--- config.mk ---
export PLATFORM = sky130hd
export DESIGN_NAME = joint_cart_ctrl
export DESIGN_NICKNAME = d
export VERILOG_FILES = /design/src/rtl/jcart_pkg.sv /design/src/rtl/jc_wr_decode.sv /design/src/rtl/jc_ctrl_regs.sv /design/src/rtl/jc_prg_map.sv /design/src/rtl/jc_read_port.sv /design/src/rtl/joint_cart_ctrl.sv
export SDC_FILE = /design/constraint.sdc
export NUM_CORES = 1
export LEC_CHECK = 0
export ABC_AREA = 1
export BUFFER_PORTS_ARGS = -buffer_cell sky130_fd_sc_hd__buf_4
export CAP_MARGIN = 15
export CORE_UTILIZATION = 37
export DETAILED_ROUTE_END_ITERATION = 16
export GPL_TIMING_DRIVEN = 0
export PLACE_DENSITY = 0.84
export SLEW_MARGIN = 20
export SYNTH_ARGS = -nofsm -noshare
export SYNTH_HDL_FRONTEND = slang
export SYNTH_SLANG_ARGS = --single-unit
--- constraint.sdc ---
create_clock -name clk -period 0.9 [get_ports clk]
set_clock_uncertainty 0.1 [all_clocks]
set_input_delay 0.09 -clock clk [delete_from_list [all_inputs] [get_ports clk]]
set_output_delay 0.09 -clock clk [all_outputs]
set_load 0.01 [all_outputs]
--- src/rtl/jcart_pkg.sv ---
package jcart_pkg;

    typedef enum logic [1:0] {
        MIR_VERT   = 2'd0,
        MIR_HORZ   = 2'd1,
        MIR_ONE_LO = 2'd2,
        MIR_ONE_HI = 2'd3
    } mirror_e;

    localparam logic [3:0] OFF_BANK    = 4'h8;
    localparam logic [3:0] OFF_MIRROR  = 4'h9;
    localparam logic [3:0] OFF_IRQ_CTL = 4'hA;
    localparam logic [3:0] OFF_IRQ_LO  = 4'hB;
    localparam logic [3:0] OFF_IRQ_HI  = 4'hC;
    localparam logic [3:0] OFF_EECTL   = 4'hD;

    localparam int SCL_EXT_BIT = 3;
    localparam int SCL_INT_BIT = 5;
    localparam int SDA_BIT     = 6;
    localparam int REL_BIT     = 7;
    localparam int RD_SDA_BIT  = 4;
    localparam int RD_BC_BIT   = 3;

    typedef struct packed {
        logic scl_ext;
        logic bank;
        logic mirror;
        logic irq_ctl;
        logic irq_lo;
        logic irq_hi;
        logic eectl;
    } wr_stb_t;

    typedef struct packed {
        logic rel;
        logic sda;
        logic scl_int;
    } eectl_t;

    function automatic logic in_save_window(input logic [15:0] a);
        return a[15:13] == 3'b011;
    endfunction

endpackage

--- src/rtl/jc_wr_decode.sv ---
module jc_wr_decode
    import jcart_pkg::*;
#(
    parameter int SCL_MIRRORS = 4
) (
    input  logic       clk,
    input  logic       rst,
    input  logic       cpu_en,
    input  logic       cpu_rnw,
    input  logic       addr_hi,
    input  logic [3:0] addr_lo,
    output wr_stb_t    stb
);
    logic                   wr_cyc;
    logic [SCL_MIRRORS-1:0] scl_hit;

    assign wr_cyc = cpu_en && !cpu_rnw && addr_hi;

    for (genvar i = 0; i < SCL_MIRRORS; i++) begin : g_scl_alias
        assign scl_hit[i] = (addr_lo == 4'(i));
    end

    always_comb begin
        stb         = '0;
        stb.scl_ext = wr_cyc && (|scl_hit);
        stb.bank    = wr_cyc && (addr_lo == OFF_BANK);
        stb.mirror  = wr_cyc && (addr_lo == OFF_MIRROR);
        stb.irq_ctl = wr_cyc && (addr_lo == OFF_IRQ_CTL);
        stb.irq_lo  = wr_cyc && (addr_lo == OFF_IRQ_LO);
        stb.irq_hi  = wr_cyc && (addr_lo == OFF_IRQ_HI);
        stb.eectl   = wr_cyc && (addr_lo == OFF_EECTL);
    end


    stb_onehot_chk: assert property (@(posedge clk) disable iff (rst)
        $onehot0(stb));


    no_lowhalf_write_chk: assert property (@(posedge clk) disable iff (rst)
        !addr_hi |-> (stb == '0));

endmodule

--- src/rtl/jc_ctrl_regs.sv ---
module jc_ctrl_regs
    import jcart_pkg::*;
#(
    parameter int BANK_W = 4
) (
    input  logic              clk,
    input  logic              rst,
    input  wr_stb_t           stb,
    input  logic [7:0]        wdata,
    output logic [BANK_W-1:0] bank,
    output mirror_e           mirror,
    output logic              scl_ext,
    output eectl_t            eectl
);
    always_ff @(posedge clk) begin
        if (rst) begin
            bank    <= '0;
            mirror  <= MIR_VERT;
            scl_ext <= 1'b1;
            eectl   <= '{rel: 1'b1, sda: 1'b1, scl_int: 1'b1};
        end else begin
            if (stb.bank)    bank    <= wdata[BANK_W-1:0];
            if (stb.mirror)  mirror  <= mirror_e'(wdata[1:0]);
            if (stb.scl_ext) scl_ext <= wdata[SCL_EXT_BIT];
            if (stb.eectl) begin
                eectl.rel     <= wdata[REL_BIT];
                eectl.sda     <= wdata[SDA_BIT];
                eectl.scl_int <= wdata[SCL_INT_BIT];
            end
        end
    end


    eectl_load_chk: assert property (@(posedge clk) disable iff (rst)
        stb.eectl |=> (eectl.rel == $past(wdata[REL_BIT])) &&
                      (eectl.scl_int == $past(wdata[SCL_INT_BIT])));


    bank_load_chk: assert property (@(posedge clk) disable iff (rst)
        stb.bank |=> bank == $past(wdata[BANK_W-1:0]));


    bank_hold_chk: assert property (@(posedge clk) disable iff (rst)
        !stb.bank |=> $stable(bank));

endmodule

--- src/rtl/jc_prg_map.sv ---
module jc_prg_map #(
    parameter int BANK_W = 4,
    localparam int PRG_AW = BANK_W + 14
) (
    input  logic              clk,
    input  logic              rst,
    input  logic [14:0]       cpu_addr,
    input  logic [BANK_W-1:0] bank,
    output logic [PRG_AW-1:0] prg_addr
);
    localparam logic [BANK_W-1:0] LAST_BANK = '1;

    logic [BANK_W-1:0] sel_bank;

    assign sel_bank = cpu_addr[14] ? LAST_BANK : bank;
    assign prg_addr = {sel_bank, cpu_addr[13:0]};


    fixed_upper_chk: assert property (@(posedge clk) disable iff (rst)
        cpu_addr[14] |-> (&prg_addr[PRG_AW-1:14]));

endmodule

--- src/rtl/jc_read_port.sv ---
module jc_read_port
    import jcart_pkg::*;
(
    input  logic       clk,
    input  logic       rst,
    input  logic       cpu_en,
    input  logic       win_rd,
    input  logic [7:0] bus_in,
    input  logic       sda_line,
    input  logic       barcode,
    output logic [7:0] rdata
);
    logic [7:0] latch_q;

    always_comb begin
        rdata = latch_q;
        if (win_rd) begin
            rdata[RD_SDA_BIT] = sda_line;
            rdata[RD_BC_BIT]  = barcode;
        end
    end

    always_ff @(posedge clk) begin
        if (rst)         latch_q <= '0;
        else if (cpu_en) latch_q <= win_rd ? rdata : bus_in;
    end


    status_bits_chk: assert property (@(posedge clk) disable iff (rst)
        win_rd |-> (rdata[RD_BC_BIT] == barcode) && (rdata[RD_SDA_BIT] == sda_line));


    latch_follow_chk: assert property (@(posedge clk) disable iff (rst)
        (cpu_en && !win_rd) |=> (!win_rd -> rdata == $past(bus_in)));

endmodule

--- src/rtl/joint_cart_ctrl.sv ---
module joint_cart_ctrl
    import jcart_pkg::*;
#(
    parameter int BANK_W = 4,
    localparam int PRG_AW = BANK_W + 14
) (
    input  logic              clk,
    input  logic              rst,
    input  logic              cpu_en,
    input  logic              cpu_rnw,
    input  logic [15:0]       cpu_addr,
    input  logic [7:0]        cpu_data_in,
    output logic [7:0]        cpu_rdata,
    output logic [PRG_AW-1:0] prg_addr,
    output logic [1:0]        mirror_mode,
    output logic              ee_scl_ext,
    output logic              ee_scl_int,
    output logic              ee_sda_drive,
    output logic              ee_sda_release,
    output logic              ee_sda_line,
    input  logic              ee_dout_int,
    input  logic              ee_dout_ext,
    input  logic              barcode_in,
    output logic              irq_ctrl_stb,
    output logic              irq_latch_lo_stb,
    output logic              irq_latch_hi_stb,
    output logic [7:0]        irq_data
);
    wr_stb_t           stb;
    logic [BANK_W-1:0] bank;
    mirror_e           mirror;
    eectl_t            eectl;
    logic              win_rd;

    jc_wr_decode #(.SCL_MIRRORS(4)) u_dec (
        .clk     (clk),
        .rst     (rst),
        .cpu_en  (cpu_en),
        .cpu_rnw (cpu_rnw),
        .addr_hi (cpu_addr[15]),
        .addr_lo (cpu_addr[3:0]),
        .stb     (stb)
    );

    jc_ctrl_regs #(.BANK_W(BANK_W)) u_regs (
        .clk     (clk),
        .rst     (rst),
        .stb     (stb),
        .wdata   (cpu_data_in),
        .bank    (bank),
        .mirror  (mirror),
        .scl_ext (ee_scl_ext),
        .eectl   (eectl)
    );

    jc_prg_map #(.BANK_W(BANK_W)) u_prg (
        .clk      (clk),
        .rst      (rst),
        .cpu_addr (cpu_addr[14:0]),
        .bank     (bank),
        .prg_addr (prg_addr)
    );

    assign ee_scl_int     = eectl.scl_int;
    assign ee_sda_drive   = eectl.sda;
    assign ee_sda_release = eectl.rel;
    assign ee_sda_line    = (eectl.rel | eectl.sda) & ee_dout_int & ee_dout_ext;
    assign mirror_mode    = mirror;

    assign win_rd = cpu_en && cpu_rnw && in_save_window(cpu_addr);

    jc_read_port u_rd (
        .clk      (clk),
        .rst      (rst),
        .cpu_en   (cpu_en),
        .win_rd   (win_rd),
        .bus_in   (cpu_data_in),
        .sda_line (ee_sda_line),
        .barcode  (barcode_in),
        .rdata    (cpu_rdata)
    );

    assign irq_ctrl_stb     = stb.irq_ctl;
    assign irq_latch_lo_stb = stb.irq_lo;
    assign irq_latch_hi_stb = stb.irq_hi;
    assign irq_data         = cpu_data_in;


    sda_pull_chk: assert property (@(posedge clk) disable iff (rst)
        (!ee_dout_int || !ee_dout_ext) |-> !ee_sda_line);


    scl_ext_hold_chk: assert property (@(posedge clk) disable iff (rst)
        !(cpu_en && !cpu_rnw && cpu_addr[15] && cpu_addr[3:2] == 2'b00) |=> $stable(ee_scl_ext));

endmodule

Yosys cells after proc, flatten, opt, wreduce, memory -nomap -nowiden
Cells that the tools add are included.
Storage, ports and cells
  input bits: 31
  register bits after elaboration: 18
Operators by class
  multiplexer cells: 3
  bitwise operators: 4
  equality and inequality tests: 10
  reductions and logical operators: 15
Operators with widths (number)
  $eq 4x4->1 const B: 6
  $logic_and 1x1->1: 11
  $eq 4x2->1 const B: 2
  $mux 5: 1
  $eq 4x1->1 const B: 1
  $logic_not 4->1: 1
  $mux 4: 1
  $reduce_or 4->1: 1
  $eq 3x2->1 const B: 1
  $and 1x1->1: 2
  $mux 2: 1
  $reduce_and 2->1: 1
  $logic_not 1->1: 1
  $not 1->1: 1
  $or 1x1->1: 1

Depth between registers and ports, before layout
  depth in word-level cells: 5
  gate-level depth with buffers: 8

By module
A second synthesis with hierarchy kept.
Second synthesis, totals
  cells, all modules: 173
  area, all modules: 1107.3 sq um
By module, submodules not included
  jc_read_port: cells an instance 55, times used 1, seq. area each 160.2 sq um, area each 381.6 sq um
  jc_ctrl_regs: cells an instance 54, times used 1, seq. area each 200.2 sq um, area each 377.9 sq um
  jc_prg_map: cells an instance 23, times used 1, seq. area each 0.0 sq um, area each 138.9 sq um
  jc_wr_decode: cells an instance 26, times used 1, seq. area each 0.0 sq um, area each 121.4 sq um
  joint_cart_ctrl: cells an instance 15, times used 1, seq. area each 0.0 sq um, area each 87.6 sq um

Worst setup path before layout
OpenSTA, ideal clock, no wires.
  kind: register to register
  start point: register u_regs.eectl[2] (netlist name)
  end point: register u_rd.latch_q[4]
  library setup time: 65 ps
  path slack: -179 ps
  cell stages (with the launch flop): 7
  required time: 735 ps
  buffers on the path: 0
  arrival: 914 ps
  cell sequence: dfxtp_1 -> nor2_1 -> nor2_1 -> nand3_1 -> nand2_1 -> nor2_1 -> nor2_1
Between the ends
  word-level cells in the longest chain between the ends: 5
Ends and longest elaborated chain
  $or 1x1->1: line joint_cart_ctrl.sv:67  | assign ee_sda_line = (eectl.rel | eectl.sda) & ee_dout_int & ee_dout_ext;
  $and 1x1->1 (2 in a row): line joint_cart_ctrl.sv:67
  via ee_sda_line: line joint_cart_ctrl.sv:20  | output logic ee_sda_line,
  $mux 2: line jc_read_port.sv:17  | if (win_rd) begin
  $mux 5: line jc_read_port.sv:25  | else if (cpu_en) latch_q <= win_rd ? rdata : bus_in;
  end signal: assignment: line jc_read_port.sv:25
  end: declaration: line jc_read_port.sv:13  | logic [7:0] latch_q;
The timed path passes the listed nets, and every way through them passes these cells.
A chain may end at the register's enable or synchronous reset.

Worst setup path in the final report
  start point: register u_regs.eectl[2] (netlist name)
  end point: output cpu_rdata[4]
Between the ends
  word-level cells in the longest chain between the ends: 4
Ends and longest elaborated chain
  $or 1x1->1: line joint_cart_ctrl.sv:67
  $and 1x1->1 (2 in a row): line joint_cart_ctrl.sv:67
  $mux 2: line jc_read_port.sv:17
  end: declaration: line joint_cart_ctrl.sv:13  | output logic [7:0] cpu_rdata,
Every way passes these cells.

==> flow_metrics.tcl <==
set metrics [dict create \
    status "complete, but fails checks" \
    failed_checks "hold timing, setup timing" \
    grt_start_max_net_pins 11 \
    dp_slack_ns -0.281 \
    ir_drop_v 0.000774 \
    stdcell_count 275 \
    yosys_warnings 0 \
    postRouteAntennaNets 0 \
    viasPerCell 4.82 \
    insertion_delay_ns 0.31 \
    critical_path_required_ns 0.71 \
    cts_tree "built" \
    finalCritPeriodShare 1.44 \
    final_common_cell "buf_4" \
    track_usage 0.214 \
    synth_fp_nets 188 \
    drtIter0Drc 33 \
    overflow 0 \
    cts_max_level 1 \
    firstDrtPassIters 4 \
    hold_path_class "input port to flop" \
    dpl.cell_count 252 \
    postLayoutCoreUtil 0.755 \
    die-height_um 56.1 \
    fin_crit_ns 1.30 \
    die_w_um 56.1 \
    cp_common_cell "nor2_2" \
    slew_headroom 0.783 \
    wirelength_um 3760 \
    drc_errors 0 \
    synth-seq-cells 18 \
    slowest_delay_ns 0.35 \
    start_kind "flop" \
    cts.sinks 18 \
    worst_setup_path_end_kind "output port" \
    cp_slowest_cell "dfxtp_2" \
    syn_inst 157 \
    finalSetupViolCount 30 \
    cp.arrival_ns 1.11 \
    start_util 0.393 \
    std_cell_rows 19 \
    clockBufferDepth 2 \
    finalSetupTns_ns -3.44 \
    crit_path_max_fanout 2 \
    crit_type "flop to output port" \
    power.leakage_nw 1.05 \
    power.total_mw 2.05 \
    cts.reportedPaths.clkPinSlew_ns 0.12 \
    setup_ws_ns -0.396 \
    grt_first_pass_wirelength_um 5410 \
    clock.fmax_ghz 0.772 \
    cp_top_family "simple AND/OR/NAND/NOR gates" \
    tightest_slew_ns 0.324 \
    crit_buf_inv 1 \
    ys_types 19 \
    place_congestion 0.728 \
    antenna_found_initial 0 \
    area_delta_synth_final_pct 92.1 \
    io_pins 75 \
    core_area_um2 2760 \
    drv_cap 0 \
    rsz0062_at_grt "true" \
    powerDensity_nw_per_um2 986 \
    postSynthAreaPerCell_um2 6.90 \
    n_antenna_cell 0 \
    cts_buffers 3 \
    root_buffer "clkbuf_4" \
    dp_hpwl_um 2090 \
    dieArea_um2 3150 \
    seq_area_frac_synth 0.333 \
    design_area_um2 2080 \
    io_buffers 64 \
    syn-cell-area_um2 1080 \
    hold_slack_ns -0.00612 \
    layout_common_cells "76 x buf_4, 26 x nand2_1, 23 x buf_6" \
    via_count 1325 \
    slew_viol_final 0 \
    drive_gt1_frac 0.648 \
    fin_nets 276 \
    first_global_vias 1205 \
    num-fill-cells 199 \
    hold_violations 1 \
    worstPathCellList "nor2_2 -> nor2_2 -> nand3_2 -> nand2_2 -> buf_6" \
    placed_area_um2 1620 \
    wire_per_inst_um 13.7 \
]
layer usage:
metal  share of wire  global-route usage  up-vias
li1                -                   -      643
met1            0.38               0.233      623
met2            0.55               0.417       53
met3           0.060              0.0442        6
met4           0.011              0.0488        0
met5               0                   0        -
registers in the layout (all words and copies together) (netlist names):
register	flops
u_rd.latch_q	8
u_regs.bank	4
u_regs.eectl	3
u_regs.mirror	2
u_regs.scl_ext	1
where the power goes:
group          leakage, nW  internal [mW]  switching (mW)
Sequential           0.150          0.825          0.0195
Clock               0.0210          0.247           0.284
Combinational        0.877          0.385           0.292
path summary, 6_finish.rpt:
check	depth (start not counted)	startpoint	end	slack, ns
setup / recovery	5	u_regs.eectl[2]	cpu_rdata[4]	-0.40
hold reg to reg	2	u_rd.latch_q[6]	u_rd.latch_q[6]	0.38
hold / removal	5	cpu_data_in[2]	u_regs.bank[2]	-0.006
setup reg to reg	7	u_regs.eectl[2]	u_rd.latch_q[4]	-0.19
worst register-to-register path, delay by kind of cell (launching register included):
kind                   cells  cell delay (ns)
AND/OR/NAND/NOR            6             0.44
buffers and inverters      1             0.14
flip-flops                 1             0.35
repair_timing:
action	CTS	global route
setup buffers	10	6
hold endpoints to repair	10	2
pin swaps	12	13
hold buffers	6	4
resized for setup	50	28
setup endpoints to repair	23	40
synth_stat cells:
cell type,number,share of area
nand3_1,19,0.088
nor3_4,1,0.015
o21ai_0,1,0.0046
dfxtp_1,18,0.33
clkbuf_1,1,0.0035
a21oi_1,9,0.042
clkinv_1,1,0.0035
nor3_1,1,0.0046
inv_2,1,0.0035
nor2_1,17,0.059
nand2_4,2,0.021
nand2_1,35,0.12
nor2_4,1,0.010
nor4_1,2,0.012
buf_4,29,0.20
inv_1,13,0.045
or2_2,4,0.023
nand2_2,1,0.0058
nand4_1,1,0.0058
cells by family after synthesis:
| family | count (synthesis) | synth area share |
|---|---|---|
| AOI/OAI and AO/OA | 10 | 0.0462 |
| DFF | 18 | 0.333 |
| buffers and inverters | 45 | 0.256 |
| and+or+nand+nor | 84 | 0.365 |
layout make-up:
| type | count | area (um2) | area share |
|---|---|---|---|
| plain buffers | 25 | 196 | 0.0944 |
| clock buffers | 4 | 36.3 | 0.0174 |
| inverters | 15 | 67.6 | 0.0325 |
| multi-input cells | 94 | 568 | 0.273 |
| flip-flops and latches | 18 | 382 | 0.183 |
| well taps | 31 | 38.8 | 0.0186 |
| repair buffers | 88 | 793 | 0.381 |
Note: power is estimated with default switching activity, not from simulation.
